==> src/rtl/irqfc_pkg.sv <==
package irqfc_pkg;

  // Which register a read selects
  typedef enum logic [1:0] {
    SEL_NONE = 2'd0,
    SEL_MASK = 2'd1,
    SEL_FLAG = 2'd2
  } reg_sel_e;

endpackage

==> src/rtl/irqfc_regdec.sv <==
module irqfc_regdec
  import irqfc_pkg::*;
#(
  parameter int                ADDR_W    = 16,
  parameter logic [ADDR_W-1:0] MASK_ADDR = 16'hF0FB,
  parameter logic [ADDR_W-1:0] FLAG_ADDR = 16'hF0FC
) (
  input  logic              wr_en,
  input  logic              rd_en,
  input  logic [ADDR_W-1:0] addr,
  output logic              wr_mask,
  output logic              wr_flag,
  output reg_sel_e          rd_sel
);

  logic hit_mask;
  logic hit_flag;

  assign hit_mask = (addr == MASK_ADDR);
  assign hit_flag = (addr == FLAG_ADDR);

  assign wr_mask = wr_en & hit_mask;
  assign wr_flag = wr_en & hit_flag;

  always_comb begin
    rd_sel = SEL_NONE;
    if (rd_en) begin
      if (hit_mask)      rd_sel = SEL_MASK;
      else if (hit_flag) rd_sel = SEL_FLAG;
    end
  end

endmodule

==> src/rtl/irqfc_flagbank.sv <==
module irqfc_flagbank #(
  parameter int N_EVT  = 7,
  parameter int DATA_W = 8
) (
  input  logic              clk,
  input  logic              rst_n,
  input  logic [N_EVT-1:0]  evt,
  input  logic              wr_flag,
  input  logic [DATA_W-1:0] wdata,
  output logic [N_EVT-1:0]  flags
);

  for (genvar gi = 0; gi < N_EVT; gi++) begin : g_bit
    logic clr_w;   // write of 0 aimed at this bit
    logic flag_q;

    assign clr_w = wr_flag & ~wdata[gi];

    always_ff @(posedge clk or negedge rst_n) begin
      if (!rst_n)        flag_q <= 1'b0;
      else if (evt[gi])  flag_q <= 1'b1;   // event beats clear
      else if (clr_w)    flag_q <= 1'b0;
    end

    assign flags[gi] = flag_q;

    AST_EVT_SETS: assert property (@(posedge clk) disable iff (!rst_n)
      evt[gi] |=> flag_q);
    AST_FLAG_STICKY: assert property (@(posedge clk) disable iff (!rst_n)
      (flag_q && !(wr_flag && !wdata[gi])) |=> flag_q);
    AST_NO_SW_SET: assert property (@(posedge clk) disable iff (!rst_n)
      (!flag_q && !evt[gi]) |=> !flag_q);
  end

endmodule

==> src/rtl/irqfc_gate.sv <==
module irqfc_gate #(
  parameter int N_EVT  = 7,
  parameter int DATA_W = 8
) (
  input  logic              clk,
  input  logic              rst_n,
  input  logic [N_EVT-1:0]  flags,
  input  logic [N_EVT-1:0]  mask,
  input  logic              wr_flag,
  input  logic [DATA_W-1:0] wdata,
  output logic              irq
);

  function automatic logic any_enabled(input logic [N_EVT-1:0] f,
                                       input logic [N_EVT-1:0] m);
    return |(f & m);
  endfunction

  function automatic logic is_release(input logic [DATA_W-1:0] d);
    return (d == '0);
  endfunction

  logic release_w;  // write of 0x00 to the flag register
  logic latch_q;    // reset-held interrupt latch
  logic pend_q;     // registered OR of enabled flags
  logic enabled_w;

  assign release_w = wr_flag & is_release(wdata);
  assign enabled_w = any_enabled(flags, mask);

  always_ff @(posedge clk or negedge rst_n) begin
    if (!rst_n)         latch_q <= 1'b1;
    else if (release_w) latch_q <= 1'b0;
  end

  always_ff @(posedge clk or negedge rst_n) begin
    if (!rst_n) pend_q <= 1'b0;
    else        pend_q <= enabled_w;
  end

  assign irq = latch_q | pend_q;

  AST_LATCH_HOLD: assert property (@(posedge clk) disable iff (!rst_n)
    (latch_q && !release_w) |=> latch_q);
  AST_LATCH_NO_RESET: assert property (@(posedge clk) disable iff (!rst_n)
    !latch_q |=> !latch_q);
  AST_IRQ_QUIET: assert property (@(posedge clk) disable iff (!rst_n)
    (!latch_q && !release_w && !enabled_w) |=> !irq);
  AST_IRQ_RAISE: assert property (@(posedge clk) disable iff (!rst_n)
    enabled_w |=> irq);

endmodule

==> src/rtl/irq_flag_ctrl.sv <==
module irq_flag_ctrl
  import irqfc_pkg::*;
#(
  parameter int                ADDR_W    = 16,
  parameter int                DATA_W    = 8,
  parameter int                N_EVT     = 7,
  parameter logic [ADDR_W-1:0] MASK_ADDR = 16'hF0FB,
  parameter logic [ADDR_W-1:0] FLAG_ADDR = 16'hF0FC
) (
  input  logic              clk,
  input  logic              rst_n,
  input  logic              wr_en,
  input  logic              rd_en,
  input  logic [ADDR_W-1:0] addr,
  input  logic [DATA_W-1:0] wdata,
  output logic [DATA_W-1:0] rdata,
  input  logic [N_EVT-1:0]  evt_pulse,
  output logic              irq
);

  localparam int SPARE_W = DATA_W - N_EVT;

  logic              wr_mask;
  logic              wr_flag;
  reg_sel_e          rd_sel;
  logic [DATA_W-1:0] mask_q;
  logic [N_EVT-1:0]  flags;
  logic [DATA_W-1:0] flag_rd;

  irqfc_regdec #(
    .ADDR_W(ADDR_W), .MASK_ADDR(MASK_ADDR), .FLAG_ADDR(FLAG_ADDR)
  ) u_dec (
    .wr_en(wr_en), .rd_en(rd_en), .addr(addr),
    .wr_mask(wr_mask), .wr_flag(wr_flag), .rd_sel(rd_sel)
  );

  always_ff @(posedge clk or negedge rst_n) begin
    if (!rst_n)       mask_q <= '0;
    else if (wr_mask) mask_q <= wdata;
  end

  irqfc_flagbank #(.N_EVT(N_EVT), .DATA_W(DATA_W)) u_flags (
    .clk(clk), .rst_n(rst_n), .evt(evt_pulse),
    .wr_flag(wr_flag), .wdata(wdata), .flags(flags)
  );

  irqfc_gate #(.N_EVT(N_EVT), .DATA_W(DATA_W)) u_gate (
    .clk(clk), .rst_n(rst_n), .flags(flags), .mask(mask_q[N_EVT-1:0]),
    .wr_flag(wr_flag), .wdata(wdata), .irq(irq)
  );

  if (SPARE_W > 0) begin : g_spare
    assign flag_rd = {{SPARE_W{1'b0}}, flags};

    AST_SPARE_ZERO: assert property (@(posedge clk) disable iff (!rst_n)
      (rd_en && addr == FLAG_ADDR) |-> (rdata[DATA_W-1:N_EVT] == '0));
  end else begin : g_full
    assign flag_rd = flags;
  end

  always_comb begin
    unique case (rd_sel)
      SEL_MASK: rdata = mask_q;
      SEL_FLAG: rdata = flag_rd;
      default:  rdata = '0;
    endcase
  end

  AST_MASK_HOLD: assert property (@(posedge clk) disable iff (!rst_n)
    !(wr_en && addr == MASK_ADDR) |=> $stable(mask_q));
  AST_FOREIGN_RD: assert property (@(posedge clk) disable iff (!rst_n)
    (rd_en && addr != MASK_ADDR && addr != FLAG_ADDR) |-> (rdata == '0));

endmodule

==> config.mk <==
export PLATFORM = sky130hd
export DESIGN_NAME = irq_flag_ctrl
export DESIGN_NICKNAME = d
export VERILOG_FILES = /design/src/rtl/irqfc_pkg.sv /design/src/rtl/irqfc_regdec.sv /design/src/rtl/irqfc_flagbank.sv /design/src/rtl/irqfc_gate.sv /design/src/rtl/irq_flag_ctrl.sv
export SDC_FILE = /design/constraint.sdc
export NUM_CORES = 1
export LEC_CHECK = 0
export BUFFER_PORTS_ARGS = -buffer_cell sky130_fd_sc_hd__buf_2
export CORE_UTILIZATION = 48
export CTS_CLUSTER_SIZE = 16
export DETAILED_ROUTE_END_ITERATION = 12
export PLACE_DENSITY = 0.83
export REMOVE_ABC_BUFFERS = 1
export SYNTH_ARGS = -nofsm -noshare
export SYNTH_HDL_FRONTEND = slang
export SYNTH_SLANG_ARGS = --single-unit
==> constraint.sdc <==
create_clock -name clk -period 5.5 [get_ports clk]
set_input_delay 1.1 -clock clk [delete_from_list [all_inputs] [get_ports clk]]
set_output_delay 1.1 -clock clk [all_outputs]
set_load 0.01 [all_outputs]
# Yosys cells after proc, flatten, opt, wreduce, memory -nomap -nowiden
# Index checks and enable logic that the tools add are counted.
# classes
eq_ne	4
mul	0
bitwise	19
reduce_logical	9
shift	0
add_sub_neg	0
mux	18
magnitude_cmp	0
div	0
# op_table
cell	n
equality test 16 bit (second input constant)	2
one-hot mux 8 bit (2 select lines)	1
2-to-1 mux 1 bit	14
nonzero test 2 bit	7
bitwise AND 1 bit	10
zero test 8 bit	1
bitwise AND 7 bit	1
inverter 1 bit	7
OR reduction 7 bit	1
2-to-1 mux 2 bit	3
equality test 2 x 1 -> 1 bit (second input constant)	1
equality test 2 bit (second input constant)	1
bitwise OR 1 bit	1
# totals
inputBits	35
latchBits	0
romBits	0
wordCells	60
mem_count	0
register_bits	17
mem_bits_rw	0

# Logic depth before layout (Yosys ltp)
# Gate-level depths: netlist of the first run.
# depth
ltp_word	6
mapped_depth	8
depth_no_buf	7

# By module
# From an unflattened synthesis of the first run, not the netlist that was laid out.
# hier_totals
hier_cells	92
area_unflattened_um2	988.4
# by_module_without_submodules
module	instances	seq_area_each_um2	cells_each	area_each_um2
irq_flag_ctrl	1	200.2	39	459.2
irqfc_flagbank	1	175.2	28	324.1
irqfc_gate	1	51.3	12	115.1
irqfc_regdec	1	0.0	13	90.1

# Worst setup path before layout of the first run
# Ideal clock, no wire load.
# synth_timing
kind	input to output
start	in addr[9]
end	out rdata[0]
setup_slack_ns	1.891
required_time_ns	4.400
n_path_buf	1
stages	8
arrival_ns	2.509
cell_sequence	nor4_4 nand4_1 or2_2 inv_1 ha_1 clkbuf_1 a22oi_1 nor2_1
# synth_via
elab_chain_len	6
word_cells_on_any_way	8
# synth_lines
element	line	source
start: declaration	irq_flag_ctrl.sv:14	input logic [ADDR_W-1:0] addr,
equality test 16 bit	irqfc_regdec.sv:20	assign hit_flag = (addr == FLAG_ADDR);
2-to-1 mux 2 bit	irqfc_regdec.sv:29	else if (hit_flag) rd_sel = SEL_FLAG;
2-to-1 mux 2 bit (*)	irqfc_regdec.sv:28	if (hit_mask) rd_sel = SEL_MASK;
2-to-1 mux 2 bit (*)	irqfc_regdec.sv:27	if (rd_en) begin
equality test 2 bit or equality test 2 x 1 -> 1 bit (tied branches)	irq_flag_ctrl.sv:62	unique case (rd_sel)
one-hot mux 8 bit (2 select lines) (*)	irq_flag_ctrl.sv:62	
end: declaration	irq_flag_ctrl.sv:16	output logic [DATA_W-1:0] rdata,
# Mark *: on every way between the ends. The rest lies on a longest branch, timed or not.

# Final worst setup path of the first run
# layout_timing
start	in addr[9]
end	out rdata[1]
# The elaborated chain is that of the path after synthesis.

==> metrics.txt, run 1 <==
# TYPE chip_impl_metric gauge
chip_impl_metric{name="via_count",unit=""} 857
chip_impl_metric{name="critical_path_buf_inv_count",unit=""} 3
chip_impl_info{name="worstReg2RegEnd",value="u_gate.pend_q$_DFF_PN0_"} 1
chip_impl_metric{name="critPathMaxFanout",unit=""} 7
chip_impl_metric{name="finalCritPeriodShare",unit="%"} 70.1
chip_impl_info{name="setup.worst_path.start_class",value="input port"} 1
chip_impl_info{name="status",value="finished clean"} 1
chip_impl_metric{name="worst_slew_margin_rel",unit="%"} 71.9
chip_impl_metric{name="critPathArrivalTime",unit="ns"} 2.76
chip_impl_metric{name="ctsResizeCount",unit=""} 0
chip_impl_metric{name="final_cells",unit=""} 153
chip_impl_metric{name="clock_tree.buffer_depth",unit=""} 2
chip_impl_metric{name="drt_pass1_iterations",unit=""} 5
chip_impl_metric{name="io_buffers",unit=""} 43
chip_impl_metric{name="fin_tns_setup",unit="ns"} 0
chip_impl_metric{name="power.static_leakage",unit="nW"} 0.560
chip_impl_info{name="min-delay-path-class",value="flip-flop to flip-flop"} 1
chip_impl_metric{name="io_pins",unit=""} 44
chip_impl_metric{name="worst_slew_pin_slew",unit="ns"} 0.417
chip_impl_metric{name="maxCapViolCount",unit=""} 0
chip_impl_metric{name="area.sequential",unit="um2"} 427
chip_impl_info{name="crit-reg2reg-launch",value="mask_q[6]$_DFFE_PN0P_"} 1
chip_impl_metric{name="dp_hpwl",unit="um"} 1680
chip_impl_metric{name="grt_usage",unit="%"} 23.6
chip_impl_metric{name="number_of_instances_in_the_placed_design",unit=""} 149
chip_impl_metric{name="reg2reg_depth",unit=""} 2
chip_impl_metric{name="filler_cell_count",unit=""} 165
chip_impl_metric{name="area_of_combinational_cells_with_multiple_inputs",unit="um2"} 472
chip_impl_info{name="library_cell_used_as_clock_root_buffer",value="clkbuf_4"} 1
chip_impl_metric{name="finClkSkew",unit="ns"} 0.0105
chip_impl_metric{name="synthDominantCellAreaShare",unit="%"} 43.8
chip_impl_metric{name="initial_core_util",unit="%"} 51.8
chip_impl_metric{name="finalSetupViolations",unit=""} 0
chip_impl_info{name="synth.area.top_cells",value="dfrtp_1 44%, mux2_2 9.9%, a22oi_1 7.4%, o31ai_1 4.9%, nand2b_1 4.1%"} 1
chip_impl_metric{name="post_cts_hold_buffer_count",unit=""} 0
chip_impl_metric{name="globalplace.congestion",unit=""} 0.792
chip_impl_metric{name="avgViaCountPerCell",unit=""} 5.60
chip_impl_metric{name="critical_path.max_stage_delay",unit="ns"} 0.33
chip_impl_metric{name="synth.distinct_cells",unit=""} 26
chip_impl_metric{name="power_per_cell_area",unit="mW/mm2"} 184
chip_impl_metric{name="drt-wirelength-per-cell",unit="um"} 14.2
chip_impl_info{name="worst-setup-path-type",value="input port to output pin"} 1
chip_impl_info{name="min_delay_worst_endpoint",value="u_gate.latch_q$_DFFE_PN1P_"} 1
chip_impl_metric{name="tritoncts.num_buffers",unit=""} 3
chip_impl_info{name="critical-path-top-cell-by-count",value="buf_2"} 1
chip_impl_info{name="mostFrequentLayoutCells",value="43 x buf_2, 16 x dfrtp_1, 9 x nor2_1, 9 x a22oi_1, 8 x mux2_2"} 1
chip_impl_info{name="cts_tree",value="done"} 1
chip_impl_info{name="rsz_0062_raised_after_global_routing",value="no"} 1
chip_impl_info{name="crit_family",value="simple AND/OR/NAND/NOR gates"} 1
chip_impl_metric{name="grt_antenna_before_repair",unit=""} 0
chip_impl_metric{name="drc",unit=""} 0
chip_impl_metric{name="vias_in_the_first_global_route",unit=""} 807
chip_impl_metric{name="postCtsSetupRepairBufs",unit=""} 0
chip_impl_metric{name="yosys_register_bits",unit=""} 17
chip_impl_metric{name="synthesis.yosys.warnings",unit=""} 0
chip_impl_metric{name="slew_violations",unit=""} 0
chip_impl_metric{name="synth.cell_area",unit="um2"} 913
chip_impl_metric{name="drive_above_1_share",unit="%"} 48.4
chip_impl_metric{name="first_iter_violations",unit=""} 18
chip_impl_metric{name="critPathRequiredTime",unit="ns"} 4.40
chip_impl_metric{name="clkLatencyLatePin",unit="ns"} 0.30
chip_impl_metric{name="power.ir.vdd_worst",unit="V"} 0.000132
chip_impl_info{name="crit_path_cells",value="buf_2 > nor4_4 > nand4_1 > or2_2 > inv_1 > ha_1 > a22oi_1 > nor2_1 > buf_2"} 1
chip_impl_metric{name="antenna_cells",unit=""} 0
chip_impl_metric{name="min_delay_path_depth",unit=""} 1
chip_impl_info{name="final_common_cell",value="buf_2"} 1
chip_impl_metric{name="clock_tree.htree_level_count",unit=""} 1
chip_impl_metric{name="area_growth",unit="%"} 29.5
chip_impl_metric{name="r2r_slack",unit="ns"} 4.44
chip_impl_metric{name="first_pass_grt_wire_length",unit="um"} 3450
chip_impl_metric{name="fmax",unit="MHz"} 259
chip_impl_metric{name="fp.dieW",unit="um"} 45.6
chip_impl_metric{name="grt_remaining_overflow",unit=""} 0
chip_impl_metric{name="report.final.hold_viol_count",unit=""} 0
chip_impl_metric{name="core_area",unit="mm2"} 0.00176
chip_impl_info{name="cp-startpoint",value="addr[9]"} 1
chip_impl_info{name="yosysTopAreaCell",value="dfrtp_1"} 1
chip_impl_metric{name="synth_sequential_area_ratio",unit="%"} 46.7
chip_impl_info{name="slowest_stage",value="nor4_4"} 1
chip_impl_info{name="hold_crit_start",value="u_gate.latch_q$_DFFE_PN1P_"} 1
chip_impl_info{name="endpoint_kind",value="output pin"} 1
chip_impl_metric{name="die-area",unit="mm2"} 0.00208
chip_impl_metric{name="floorplan.die.height",unit="um"} 45.6
chip_impl_metric{name="period_needed",unit="ns"} 3.86
chip_impl_metric{name="synth_instances",unit=""} 83
chip_impl_metric{name="pin_count_of_the_biggest_net_entering_global_routing",unit=""} 18
chip_impl_metric{name="antenna_violating_nets_post_route",unit=""} 0
chip_impl_metric{name="clkSinkCount",unit=""} 17
chip_impl_metric{name="total_length_of_routed_wires",unit="um"} 2180
chip_impl_metric{name="design.final.nets",unit=""} 166
chip_impl_metric{name="synth.avg_cell_area",unit="um2"} 11.0
chip_impl_metric{name="clk_transition_reported_paths",unit="ns"} 0.11
chip_impl_metric{name="rows",unit=""} 15
==> through the flow <==
step	utilization [%]	hold WS [ns]	power, mW	worst slack (ns)	instance area (um2)
6_report	67.0	0.467	0.217	1.64	1180
4_1_cts	67.0	0.467	0.220	1.64	1180
2_1_floorplan	-	0.437	0.131	1.98	906
3_3_place_gp	65.3	0.447	0.148	1.71	1150
3_5_place_dp	65.3	0.450	0.148	1.64	1150
5_1_grt	67.0	0.478	0.229	1.53	1180
==> state kept, by name, indices dropped and copies added (netlist names) <==
register,count
mask_q,8
u_flags.g_bit.flag_q,7
u_gate.latch_q,1
u_gate.pend_q,1
==> cell type report <==
type | instances | share of cell area, %
multi-input cells | 62 | 39.9
flip-flops and latches | 17 | 36.1
inverters | 2 | 0.635
well taps | 25 | 2.65
clock inverters | 1 | 0.635
clock buffers | 3 | 1.90
repair buffers | 43 | 18.2
==> routing by layer <==
metal  track usage, %  up-vias  wire [um]
met3             7.54       11        155
li1                 -      398          -
met2             39.4       49       1080
met4             13.3        0         85
met5                0        -          0
met1             26.3      399        859
==> cells in the mapped netlist <==
cell type   n
dfrtp_1    16
a22oi_1     9
nor2_1      9
mux2_2      8
nand2b_1    6
o31ai_1     6
and3_1      3
nand2_1     3
or2_2       3
clkbuf_1    2
ha_1        2
inv_1       2
a21o_1      1
a222oi_1    1
and4_1      1
dfstp_2     1
nand3_1     1
nand3b_1    1
nand4_1     1
nand4_4     1
nor2_4      1
nor3_1      1
nor4_1      1
nor4_4      1
o21a_1      1
or3_1       1
==> power by group <==
group	total [mW]	switching, mW	internal, mW
Combinational	0.0209	0.0103	0.0106
Clock	0.0711	0.0434	0.0277
Sequential	0.125	0.0000191	0.125
Total	0.217	0.0537	0.163
==> worst max path at each step <==
stage	to	slack, ns	cells after the start
2_1_floorplan	rdata[0]	1.98	7
3_3_place_gp	rdata[2]	1.71	9
3_5_place_dp	rdata[1]	1.64	9
4_1_cts	rdata[1]	1.64	9
5_1_grt	rdata[1]	1.53	9
6_report	rdata[1]	1.64	9
==> logic make-up (layout without fill, tap and decap cells) <==
group,count (synthesis),count (layout),synth area share [%]
compound gates,18,18,15.1
simple gates,34,34,24.0
flops,17,17,46.7
fa+ha+maj,2,2,2.74
buf+inv,4,49,1.64
mux,8,8,9.86
==> worst reg2reg max path: stages (launching register included) <==
cell	delay, ns
dfrtp_1	0.41
a222oi_1	0.41
nand3_1	0.12
Power figures use the tool's default switching activity.
==> run 2: changes to the inputs <==
ABC_AREA = 1   (was unset)
CORE_UTILIZATION = 47   (was 48)
PLACE_DENSITY = 0.79   (was 0.83)
clock period = 3.65 ns   (was 5.5 ns; I/O delays follow)
==> metrics.txt, run 2 <==
# TYPE chip_impl_metric gauge
chip_impl_metric{name="grt_antenna_before_repair",unit=""} 0
chip_impl_metric{name="synthDominantCellAreaShare",unit="%"} 37.8
chip_impl_info{name="synth.area.top_cells",value="dfrtp_1 38%, nand2_1 16%, inv_1 7.8%, o21ai_2 6.6%, nand4_1 6.5%"} 1
chip_impl_metric{name="first_iter_violations",unit=""} 26
chip_impl_info{name="synth_commonest_cells",value="46 x nand2_1, 22 x inv_1, 16 x dfrtp_1"} 1
chip_impl_metric{name="finalCritPeriodShare",unit="%"} 83.7
chip_impl_metric{name="critical_path_buf_inv_count",unit=""} 3
chip_impl_info{name="reg_with_most_ffs",value="mask_q"} 1
chip_impl_metric{name="drt-wirelength-per-cell",unit="um"} 11.7
chip_impl_metric{name="critPathRequiredTime",unit="ns"} 2.92
chip_impl_info{name="registers_with_the_most_flip_flops",value="mask_q (8), u_flags.g_bit.flag_q (7)"} 1
chip_impl_metric{name="placed_cell_area",unit="mm2"} 0.00127
chip_impl_metric{name="clkSinkCount",unit=""} 17
chip_impl_metric{name="pin_count_of_the_biggest_net_entering_global_routing",unit=""} 18
chip_impl_metric{name="synth_sequential_area_ratio",unit="%"} 40.3
chip_impl_metric{name="clkLatencyLatePin",unit="ns"} 0.29
chip_impl_metric{name="critPathMaxFanout",unit=""} 11
chip_impl_metric{name="synthesis.yosys.warnings",unit=""} 0
chip_impl_info{name="worstSetupEndpoint",value="rdata[2]"} 1
chip_impl_metric{name="rows",unit=""} 16
chip_impl_metric{name="via_count",unit=""} 1035
chip_impl_metric{name="vias_in_the_first_global_route",unit=""} 993
chip_impl_metric{name="core_area",unit="mm2"} 0.00204
chip_impl_metric{name="yosys_register_bits",unit=""} 17
chip_impl_info{name="slowest_stage",value="ha_1"} 1
chip_impl_metric{name="report.final.hold_viol_count",unit=""} 0
chip_impl_metric{name="fmax",unit="MHz"} 327
chip_impl_metric{name="slew_violations",unit=""} 0
chip_impl_metric{name="globalplace.congestion",unit=""} 0.844
chip_impl_info{name="worst-setup-path-type",value="input port to output pin"} 1
chip_impl_metric{name="path_depth",unit=""} 10
chip_impl_metric{name="dp_hpwl",unit="um"} 1870
chip_impl_metric{name="io_buffers",unit=""} 43
chip_impl_metric{name="critPathArrivalTime",unit="ns"} 2.33
chip_impl_metric{name="power.ir.vdd_worst",unit="V"} 0.000185
chip_impl_info{name="crit-reg2reg-launch",value="mask_q[0]$_DFFE_PN0P_"} 1
chip_impl_metric{name="avgViaCountPerCell",unit=""} 4.98
chip_impl_metric{name="clock_tree.buffer_depth",unit=""} 2
chip_impl_metric{name="reg2reg_depth",unit=""} 4
chip_impl_info{name="cp-startpoint",value="addr[11]"} 1
chip_impl_metric{name="clk_transition_reported_paths",unit="ns"} 0.11
chip_impl_metric{name="synth.distinct_cells",unit=""} 19
chip_impl_metric{name="grt_remaining_overflow",unit=""} 0
chip_impl_metric{name="synth_instances",unit=""} 139
chip_impl_info{name="status",value="finished clean"} 1
chip_impl_metric{name="drc",unit=""} 0
chip_impl_info{name="worstReg2RegEnd",value="u_gate.pend_q$_DFF_PN0_"} 1
chip_impl_metric{name="ys_async_sr_fraction",unit="%"} 100
chip_impl_info{name="most_used_standard_cell_by_instance_count_after_synthesis",value="nand2_1"} 1
chip_impl_info{name="crit_path_cells",value="buf_2 > nor2_1 > nand2_1 > nor2_4 > nand3_1 > inv_1 > ha_1 > nand2_1 > a21oi_1 > buf_2"} 1
chip_impl_metric{name="area_growth",unit="%"} 22.6
chip_impl_metric{name="worst_slew_margin_rel",unit="%"} 74.4
chip_impl_info{name="setup.worst_path.start_class",value="input port"} 1
chip_impl_metric{name="fin_tns_setup",unit="ns"} 0
chip_impl_info{name="final_common_cell",value="nand2_1"} 1
chip_impl_info{name="rsz_0062_raised_after_global_routing",value="no"} 1
chip_impl_info{name="crit_family",value="simple AND/OR/NAND/NOR gates"} 1
chip_impl_metric{name="synth_edf_count",unit=""} 0
chip_impl_info{name="cts_tree",value="done"} 1
chip_impl_metric{name="grt_usage",unit="%"} 21.6
chip_impl_metric{name="final_area",unit="mm2"} 0.00130
chip_impl_metric{name="drive_above_1_share",unit="%"} 37.0
chip_impl_metric{name="floorplan.die.height",unit="um"} 49.5
chip_impl_metric{name="filler_cell_count",unit=""} 202
chip_impl_metric{name="synth.avg_cell_area",unit="um2"} 7.62
chip_impl_metric{name="drt_pass1_iterations",unit=""} 4
chip_impl_metric{name="largest_register_ff_count",unit=""} 8
chip_impl_info{name="synthFlopType",value="dfrtp_1"} 1
chip_impl_metric{name="post_cts_hold_buffer_count",unit=""} 0
chip_impl_metric{name="initial_core_util",unit="%"} 51.8
chip_impl_metric{name="io_pins",unit=""} 44
chip_impl_metric{name="synth.cell_area",unit="mm2"} 0.00106
chip_impl_metric{name="postCtsSetupRepairBufs",unit=""} 0
chip_impl_metric{name="worst_slew_pin_slew",unit="ns"} 0.384
chip_impl_metric{name="period_needed",unit="ns"} 3.06
chip_impl_metric{name="first_pass_grt_wire_length",unit="um"} 4020
chip_impl_metric{name="power.static_leakage",unit="nW"} 0.688
chip_impl_info{name="mostFrequentLayoutCells",value="46 x nand2_1, 43 x buf_2, 22 x inv_1, 16 x dfrtp_1, 11 x nand4_1"} 1
chip_impl_metric{name="finClkSkew",unit="ns"} 0.00491
chip_impl_metric{name="antenna_cells",unit=""} 0
chip_impl_info{name="endpoint_kind",value="output pin"} 1
chip_impl_info{name="min-delay-path-class",value="input port to asynchronous set/reset pin"} 1
chip_impl_metric{name="power_per_cell_area",unit="mW/mm2"} 254
chip_impl_info{name="yosysTopAreaCell",value="dfrtp_1"} 1
chip_impl_metric{name="ctsResizeCount",unit=""} 0
chip_impl_metric{name="die-area",unit="mm2"} 0.00245
chip_impl_metric{name="design.final.nets",unit=""} 219
chip_impl_metric{name="maxCapViolCount",unit=""} 0
chip_impl_metric{name="antenna_violating_nets_post_route",unit=""} 0
chip_impl_metric{name="r2r_slack",unit="ns"} 2.72
chip_impl_metric{name="fp.dieW",unit="um"} 49.5
chip_impl_metric{name="finalSetupViolations",unit=""} 0
chip_impl_info{name="library_cell_used_as_clock_root_buffer",value="clkbuf_4"} 1
chip_impl_metric{name="tritoncts.num_buffers",unit=""} 3
chip_impl_metric{name="clock_tree.htree_level_count",unit=""} 1
chip_impl_metric{name="total_length_of_routed_wires",unit="um"} 2430
chip_impl_metric{name="critical_path.max_stage_delay",unit="ns"} 0.36
run 2: layout make-up:
class / instances / area [um2] / share of cell area [%]
Clock inverter: 1 / 5.00 / 0.386
Timing Repair Buffer: 43 / 215 / 16.6
Sequential cell: 17 / 427 / 32.9
Inverter: 22 / 82.6 / 6.36
Multi-Input combinational cell: 95 / 512 / 39.4
Clock buffer: 3 / 22.5 / 1.74
Tap cell: 27 / 33.8 / 2.60
run 2: power by group:
group	switching, mW	internal (mW)
clock	0.0644	0.0407
sequential	0.0000295	0.188
combinational	0.0197	0.0160
run 2: worst reg2reg max path: cells and delay by family (launching register included):
| family | cells | cell delay (ns) |
|---|---|---|
| and+or+nand+nor | 3 | 0.26 |
| DFF | 1 | 0.41 |
| AOI/OAI and AO/OA | 1 | 0.15 |
run 2: kinds of logic after synthesis:
family,Yosys count,synth area share (%)
adder cells (fa/ha/maj),2,2.36
AND/OR/NAND/NOR,77,35.6
flip-flops,17,40.3
AO/OA/AOI/OAI,16,10.4
buffers and inverters,27,11.3
run 2: metrics by stage:
| stage | power, mW | cells | worst slack, ns | hold slack [ns] | utilization, % |
|---|---|---|---|---|---|
| 6_report | 0.329 | 208 | 0.593 | 0.334 | 63.5 |
| 5_1_grt | 0.343 | 208 | 0.370 | 0.354 | 63.5 |
| 4_1_cts | 0.330 | 208 | 0.626 | 0.351 | 63.5 |
| 3_5_place_dp | 0.228 | 204 | 0.630 | 0.439 | 62.2 |
| 3_3_place_gp | 0.227 | 204 | 0.729 | 0.429 | 62.2 |
| 2_1_floorplan | 0.202 | 134 | 1.05 | 0.420 | - |
run 2: worst min path at each step:
stage / startpoint / to / slack (ns) / depth (start not counted)
after detailed placement: u_gate.latch_q$_DFFE_PN1P_ / u_gate.latch_q$_DFFE_PN1P_ / 0.44 / 2
after global routing: rst_n / u_gate.pend_q$_DFF_PN0_ / 0.35 / 1
after CTS: rst_n / u_gate.pend_q$_DFF_PN0_ / 0.35 / 1
after global placement: u_gate.latch_q$_DFFE_PN1P_ / u_gate.latch_q$_DFFE_PN1P_ / 0.43 / 2
final: rst_n / mask_q[5]$_DFFE_PN0P_ / 0.33 / 1
after floorplan: u_gate.latch_q$_DFFE_PN1P_ / u_gate.latch_q$_DFFE_PN1P_ / 0.42 / 2
run 2: per-layer routing:
| layer | routed length [um] | global-route usage (%) | vias up | part of all wire [%] |
|---|---|---|---|---|
| li1 | - | - | 530 | - |
| met5 | 0 | 0 | - | 0 |
| met2 | 1250 | 38.6 | 31 | 51 |
| met3 | 117 | 4.94 | 2 | 4.8 |
| met1 | 1050 | 24.4 | 472 | 43 |
| met4 | 12 | 9.05 | 0 | 0.49 |
